--- config.mk ---
export PLATFORM = sky130hd
export DESIGN_NAME = prio_irq_ctrl
export DESIGN_NICKNAME = d
export VERILOG_FILES = /design/src/rtl/irq_pkg.sv /design/src/rtl/irq_sync.sv /design/src/rtl/irq_pending.sv /design/src/rtl/irq_arbiter.sv /design/src/rtl/irq_inservice.sv /design/src/rtl/prio_irq_ctrl.sv
export SDC_FILE = /design/constraint.sdc
export NUM_CORES = 1
export LEC_CHECK = 0
export ABC_AREA = 0
export CAP_MARGIN = 20
export CORE_MARGIN = 2
export CORE_UTILIZATION = 53
export CTS_CLUSTER_DIAMETER = 50
export DETAILED_ROUTE_END_ITERATION = 7
export HOLD_SLACK_MARGIN = 0.05
export PLACE_DENSITY = 0.8
export SYNTH_ARGS = -nofsm -noshare
export SYNTH_HDL_FRONTEND = slang
export SYNTH_SLANG_ARGS = --single-unit
--- constraint.sdc ---
create_clock -name clk -period 4.1 [get_ports clk]
set_input_delay 0.82 -clock clk [delete_from_list [all_inputs] [get_ports clk]]
set_output_delay 0.82 -clock clk [all_outputs]
set_load 0.01 [all_outputs]
--- src/rtl/irq_pkg.sv ---
// Package irq_pkg
// Shared definitions for the prioritized interrupt controller.
// Assumes a 2-bit configuration select on the register port.
package irq_pkg;
    typedef enum logic [1:0] {
        SEL_MASK = 2'd0,
        SEL_BASE = 2'd1,
        SEL_EN   = 2'd2,
        SEL_EOI  = 2'd3
    } cfg_sel_e;

    localparam int unsigned VEC_SHIFT = 4;
endpackage

--- src/rtl/irq_sync.sv ---
// Module irq_sync
// Two-flop synchronizer for each request line.
// Assumes each line is level-based and may change at any time.
module irq_sync #(
    parameter int unsigned N = 8
) (
    input  logic         clk,
    input  logic         rst_n,
    input  logic [N-1:0] async_i,
    output logic [N-1:0] sync_o
);
    for (genvar g = 0; g < N; g++) begin : g_line
        logic meta_q;
        logic stab_q;

        // Two-stage capture of one line.
        always_ff @(posedge clk) begin
            if (!rst_n) begin
                meta_q <= 1'b0;
                stab_q <= 1'b0;
            end else begin
                meta_q <= async_i[g];
                stab_q <= meta_q;
            end
        end

        assign sync_o[g] = stab_q;


        sync_depth_chk: assert property (@(posedge clk) disable iff (!rst_n)
            $rose(stab_q) |-> $past(async_i[g], 2));
    end
endmodule

--- src/rtl/irq_pending.sv ---
// Module irq_pending
// Pending register for the requests.
// A synchronized high level sets a bit. Only an acknowledge clears it.
// Assumes clr_i carries at most the acknowledged source.
module irq_pending #(
    parameter int unsigned N = 8
) (
    input  logic         clk,
    input  logic         rst_n,
    input  logic [N-1:0] req_i,
    input  logic [N-1:0] clr_i,
    output logic [N-1:0] pend_o
);
    logic [N-1:0] pend_q;

    // Latch levels and drop acknowledged bits.
    always_ff @(posedge clk) begin
        if (!rst_n) pend_q <= '0;
        else        pend_q <= (pend_q & ~clr_i) | req_i;
    end

    assign pend_o = pend_q;


    pend_hold_chk: assert property (@(posedge clk) disable iff (!rst_n)
        (|($past(pend_q) & ~pend_q)) |-> (|$past(clr_i)));
endmodule

--- src/rtl/irq_arbiter.sv ---
// Module irq_arbiter
// Fixed-priority selection; index 0 is the most urgent.
// The highest-priority in-service bit blocks its own index and every higher index.
// Purely combinational.
module irq_arbiter #(
    parameter int unsigned N    = 8,
    parameter int unsigned ID_W = $clog2(N)
) (
    input  logic [N-1:0]    cand_i,
    input  logic [N-1:0]    isr_i,
    output logic            win_vld_o,
    output logic [ID_W-1:0] win_id_o
);
    // Scan upward and stop at the first in-service level.
    always_comb begin
        logic blocked;
        blocked   = 1'b0;
        win_vld_o = 1'b0;
        win_id_o  = '0;
        for (int i = 0; i < N; i++) begin
            if (isr_i[i]) begin
                blocked = 1'b1;
            end else if (!blocked && !win_vld_o && cand_i[i]) begin
                win_vld_o = 1'b1;
                win_id_o  = ID_W'(i);
            end
        end
    end
endmodule

--- src/rtl/irq_inservice.sv ---
// Module irq_inservice
// In-service register. An acknowledge sets a bit.
// An end of interrupt clears the lowest-index set bit.
// Assumes set_i is one-hot or zero.
module irq_inservice #(
    parameter int unsigned N = 8
) (
    input  logic         clk,
    input  logic         rst_n,
    input  logic [N-1:0] set_i,
    input  logic         eoi_i,
    output logic [N-1:0] isr_o
);
    logic [N-1:0] isr_q;
    logic [N-1:0] top_bit;

    // Isolate the highest-priority bit in service.
    assign top_bit = isr_q & (~isr_q + N'(1));

    // Apply the end-of-interrupt clear, then the acknowledge set.
    always_ff @(posedge clk) begin
        if (!rst_n) isr_q <= '0;
        else        isr_q <= (isr_q & ~(eoi_i ? top_bit : '0)) | set_i;
    end

    assign isr_o = isr_q;


    eoi_single_chk: assert property (@(posedge clk) disable iff (!rst_n)
        $countones($past(isr_q) & ~isr_q) <= 1);

    eoi_only_clr_chk: assert property (@(posedge clk) disable iff (!rst_n)
        (|($past(isr_q) & ~isr_q)) |-> $past(eoi_i));
endmodule

--- src/rtl/prio_irq_ctrl.sv ---
// Module prio_irq_ctrl
// Top level of the prioritized interrupt controller: synchronizers, pending
// register, mask, global enable, fixed-priority arbiter, in-service nesting
// and the acknowledge outputs (source number and handler address).
// Assumes ack_i and cfg_we are synchronous to clk.
module prio_irq_ctrl #(
    parameter int unsigned NUM_SRC = 8,
    parameter int unsigned ADDR_W  = 32,
    localparam int unsigned ID_W   = $clog2(NUM_SRC)
) (
    input  logic               clk,
    input  logic               rst_n,
    input  logic [NUM_SRC-1:0] irq_req_i,
    input  logic               cfg_we,
    input  logic [1:0]         cfg_sel,
    input  logic [ADDR_W-1:0]  cfg_wdata,
    input  logic               ack_i,
    output logic               cpu_irq_o,
    output logic [ID_W-1:0]    ack_id_o,
    output logic [ADDR_W-1:0]  ack_vec_o
);
    import irq_pkg::*;

    logic [NUM_SRC-1:0] req_s;
    logic [NUM_SRC-1:0] pend;
    logic [NUM_SRC-1:0] isr;
    logic [NUM_SRC-1:0] mask_q;
    logic [ADDR_W-1:0]  base_q;
    logic               en_q;
    logic               win_vld;
    logic [ID_W-1:0]    win_id;
    logic               ack_fire;
    logic [NUM_SRC-1:0] ack_onehot;
    logic               eoi;
    logic [ID_W-1:0]    ack_id_q;
    logic [ADDR_W-1:0]  ack_vec_q;
    logic               unused_wdata_hi;

    assign unused_wdata_hi = ^cfg_wdata[ADDR_W-1:NUM_SRC];

    irq_sync #(.N(NUM_SRC)) u_sync (
        .clk     (clk),
        .rst_n   (rst_n),
        .async_i (irq_req_i),
        .sync_o  (req_s)
    );

    irq_pending #(.N(NUM_SRC)) u_pend (
        .clk    (clk),
        .rst_n  (rst_n),
        .req_i  (req_s),
        .clr_i  (ack_onehot),
        .pend_o (pend)
    );

    irq_arbiter #(.N(NUM_SRC), .ID_W(ID_W)) u_arb (
        .cand_i    (pend & mask_q),
        .isr_i     (isr),
        .win_vld_o (win_vld),
        .win_id_o  (win_id)
    );

    irq_inservice #(.N(NUM_SRC)) u_isr (
        .clk   (clk),
        .rst_n (rst_n),
        .set_i (ack_onehot),
        .eoi_i (eoi),
        .isr_o (isr)
    );

    assign cpu_irq_o  = en_q & win_vld;
    assign ack_fire   = ack_i & cpu_irq_o;
    assign ack_onehot = ack_fire ? (NUM_SRC'(1) << win_id) : '0;
    assign eoi        = cfg_we && (cfg_sel == SEL_EOI);

    // Configuration registers written through the select port.
    always_ff @(posedge clk) begin
        if (!rst_n) begin
            mask_q <= '0;
            base_q <= '0;
            en_q   <= 1'b0;
        end else if (cfg_we) begin
            case (cfg_sel)
                SEL_MASK: mask_q <= cfg_wdata[NUM_SRC-1:0];
                SEL_BASE: base_q <= cfg_wdata;
                SEL_EN:   en_q   <= cfg_wdata[0];
                default:  ;
            endcase
        end
    end

    // Capture the source number and handler address on an acknowledge.
    always_ff @(posedge clk) begin
        if (!rst_n) begin
            ack_id_q  <= '0;
            ack_vec_q <= '0;
        end else if (ack_fire) begin
            ack_id_q  <= win_id;
            ack_vec_q <= base_q + (ADDR_W'(win_id) << VEC_SHIFT);
        end
    end

    assign ack_id_o  = ack_id_q;
    assign ack_vec_o = ack_vec_q;


    mask_gate_chk: assert property (@(posedge clk) disable iff (!rst_n)
        cpu_irq_o |-> (mask_q[win_id] && pend[win_id]));

    global_en_chk: assert property (@(posedge clk) disable iff (!rst_n)
        !en_q |-> !cpu_irq_o);

    nest_block_chk: assert property (@(posedge clk) disable iff (!rst_n)
        cpu_irq_o |-> ((isr & (~({NUM_SRC{1'b1}} << win_id) | (NUM_SRC'(1) << win_id))) == '0));

    vec_calc_chk: assert property (@(posedge clk) disable iff (!rst_n)
        $past(ack_fire) |-> (ack_vec_o == $past(base_q) + (ADDR_W'(ack_id_o) << VEC_SHIFT)));

    ack_ignore_chk: assert property (@(posedge clk) disable iff (!rst_n)
        (ack_i && !cpu_irq_o) |=> ($stable(ack_id_o) && $stable(ack_vec_o)));
endmodule

==> results.sh <==
export IMPL_ys_warn_count=0
export IMPL_crit_top_cell="a21oi_1"
export IMPL_core_sq_um=8720
export IMPL_port_buffers=81
export IMPL_use_met3_pct=3.76
export IMPL_cts_root_buffer="clkbuf_8"
export IMPL_routed_wl_um=11900
export IMPL_slew_headroom_pct=45.9
export IMPL_tritoncts="yes"
export IMPL_async_flop_share_pct=0
export IMPL_dp_hpwl_um=8560
export IMPL_final_cell_mix="nand2_1, dfxtp_1, clkdlybuf4s50_1, a21oi_1, mux2i_1"
export IMPL_post_cts_buffers=0
export IMPL_fillers=732
export IMPL_synth_area_sq_um=4780
export IMPL_route_detailed_drc=0
export IMPL_power_density_nw_per_um2=320
export IMPL_switching_share_pct=25.3
export IMPL_grtUsageMet2_pct=40.6
export IMPL_ys_seq_area_share_pct=45.2
export IMPL_syn_nets=609
export IMPL_final_setup_tns_ns=0
export IMPL_crit_path_top_delay_cell="or4b_1"
export IMPL_insertedDiodeCount=0
export IMPL_final_nets=678
export IMPL_antenna_left=0
export IMPL_cp_start_kind="flop"
export IMPL_power_switching_uw=473
export IMPL_cp_arrival_ns=4.03
export IMPL_gr_usage_met1_pct=34.3
export IMPL_fp_dieArea_sq_um=9800
export IMPL_initial_utilization_pct=54.9
export IMPL_critical_path_max_fanout=10
export IMPL_fmax_mhz=267
export IMPL_dr_pass1_iters=5
export IMPL_drive_gt1_share_pct=6.16
export IMPL_timing_final_crit_share_pct=91.3
export IMPL_top_usage_layer="met2"
export IMPL_num_vias=4232
export IMPL_clkTransAtPathRegs_ns=0.11
export IMPL_drt_initial_drc_count=236
export IMPL_grt_setup_unrepaired="no"
export IMPL_status="complete, no violations"
export IMPL_num_io_pins=82
export IMPL_ys_types=60
export IMPL_p_clk_share_pct=34.0
export IMPL_intPower_uw=1390
export IMPL_power_total_uw=1870
export IMPL_hold_viol_final=0
export IMPL_multiInputGateArea_sq_um=2460
export IMPL_gp_congestion=0.862
export IMPL_syn_inst=559
export IMPL_routed_via_density=5.71
export IMPL_slew_viol_final=0
export IMPL_grt_start_max_net_pins=88
export IMPL_rows=34
export IMPL_dieHeight_um=99.0
export IMPL_p_leak_uw=0.00208
export IMPL_critical_path_max_stage_delay_ns=0.63
export IMPL_path_buf_inv=1
export IMPL_grt_use_total_pct=25.0
export IMPL_hold_depth=2
export IMPL_cp_depth=11
export IMPL_routedWlPerCell_um=16.0
export IMPL_cap_viol_max_count=0
export IMPL_final_common_cell="nand2_1"
export IMPL_avgSynthCellArea_sq_um=8.56
export IMPL_worstPathRequired_ns=4.38
export IMPL_path_cells="nor4_1, nand3_1, or3_1, a21oi_1, fa_1, a21oi_1, buf_4, or4b_1, nor3_1, xnor2_1, a211oi_1"
export IMPL_cts_max_path_buffers=2
export IMPL_grt_pass1_wl_um=20000
export IMPL_synthFlopType="dfxtp_1"
export IMPL_area_growth_pct=22.1
export IMPL_cp_end_kind="flop"
export IMPL_antenna_found_initial=0
export IMPL_pwr_share_comb_pct=7.4
export IMPL_cts_hold_buf=0
export IMPL_fp_dieW_um=99.0
export IMPL_synth_edf_count=0
export IMPL_fin_cells=741
export IMPL_seq_area_sq_um=2160
export IMPL_cts_htree_levels=3
export IMPL_worstMarginPinSlew_ns=0.811
export IMPL_power_frac_seq_pct=58.6
export IMPL_grt_overflow_total=0
export IMPL_clk_latency_ns=0.37
export IMPL_ff2ff_path_depth=11
export IMPL_numCtsBuffers=9
export IMPL_ir_drop_v=0.000188
export IMPL_cp_top_family="simple AND/OR/NAND/NOR gates"
export IMPL_final_setup_viol_count=0
export IMPL_ys_ff_latch=108
export IMPL_critical_path_class="reg -> reg"
export IMPL_timing_final_crit_period_ns=3.74
export IMPL_dpl_cell_count=725
export IMPL_hold_class="reg -> reg"
export IMPL_postCtsResizedCells=0
export IMPL_fin_skew_ns=0.0114
export IMPL_cts_sinks=108
export IMPL_grt_pass1_vias=4061
## sequential cells by signal, summed over array words and instances (netlist names)
| register | count |
|---|---|
| u_sync.g_line.meta_q | 8 |
| u_pend.pend_o | 8 |
| u_sync.g_line.stab_q | 8 |
| base_q | 32 |
| ack_id_o | 3 |
| u_isr.isr_o | 8 |
| en_q | 1 |
| ack_vec_o | 32 |
| mask_q | 8 |
## metal layers
metal  up-vias  part of all wire (%)  wire [um]
li1       2104                     -          -
met1      1995                    47       5610
met3        21                   4.4        518
met5         -                     0          0
met4         0                   2.0        236
met2       112                    46       5490
## cell usage after synthesis, types with 5 or more instances
| cell type | instances | area share, % |
|---|---|---|
| o21ai_0 | 12 | 1.3 |
| mux2i_1 | 28 | 5.9 |
| dfxtp_1 | 108 | 45 |
| nand2_1 | 124 | 9.7 |
| o211ai_1 | 11 | 1.7 |
| nand3_1 | 23 | 2.4 |
| xnor2_1 | 15 | 2.7 |
| xor2_1 | 8 | 1.5 |
| nor3_1 | 12 | 1.3 |
| or3_1 | 6 | 0.78 |
| and2_1 | 22 | 2.9 |
| a21oi_1 | 48 | 5.0 |
| nand4_1 | 11 | 1.4 |
| clkbuf_1 | 26 | 2.0 |
| inv_1 | 5 | 0.39 |
| nor2_1 | 27 | 2.1 |
| nor4_1 | 8 | 1.0 |
## power groups by stage
stage | Clock, uW | Combinational (uW) | Sequential (uW)
final | 634 | 138 | 1090
after global routing | 683 | 153 | 1100
after CTS | 644 | 139 | 1090
after detailed placement | 0 | 138 | 1120
after global placement | 0 | 134 | 1120
after floorplan | 0 | 72.8 | 1110
## stage by stage
step | utilization, % | hold slack, ns | setup slack (ns) | cell area [sq um]
2_1_floorplan | - | 0.411 | 0.738 | 4780
3_3_place_gp | 64.8 | 0.414 | 0.598 | 5650
3_5_place_dp | 64.8 | 0.417 | 0.425 | 5650
4_1_cts | 67.0 | 0.440 | 0.368 | 5840
5_1_grt | 67.0 | 0.460 | 0.0884 | 5840
6_report | 67.0 | 0.438 | 0.356 | 5840
## final cells by class
cell class                      instances  area share [%]
Tap cell                              108            2.31
Clock buffer                           10            2.36
Inverter                                6           0.386
Sequential cell                       108            37.0
Multi-Input combinational cell        414            42.2
Timing Repair Buffer                   89            14.8
Clock inverter                          6           0.921
## worst register-to-register path, delay by kind of cell, from the launching register on
family	cells	cell delay [ns]
xor gates and xnor gates	1	0.09
DFF	1	0.40
AOI/OAI and AO/OA	3	0.64
and+or+nand+nor	5	2.06
buffers and inverters	1	0.16
adders and majority gates	1	0.31
## cells by family after synthesis
family                     after synthesis  synth area share [%]
buffers and inverters                   37                  3.37
adders and majority gates                4                  1.20
xor gates and xnor gates                23                  4.21
and+or+nand+nor                        251                  25.0
muxes                                   28                  5.86
AOI/OAI and AO/OA                      108                  15.2
DFF                                    108                  45.2
## worst paths after layout
| check | startpoint | end | slack [ns] |
|---|---|---|---|
| setup / recovery | u_isr.isr_o[0] | ack_vec_o[22] | 0.36 |
| hold / removal | u_sync.g_line[2].stab_q | u_pend.pend_o[2] | 0.44 |
| setup reg to reg | u_isr.isr_o[0] | ack_vec_o[22] | 0.36 |
| hold reg to reg | u_sync.g_line[2].stab_q | u_pend.pend_o[2] | 0.44 |
(Power assumes the default switching activity.)
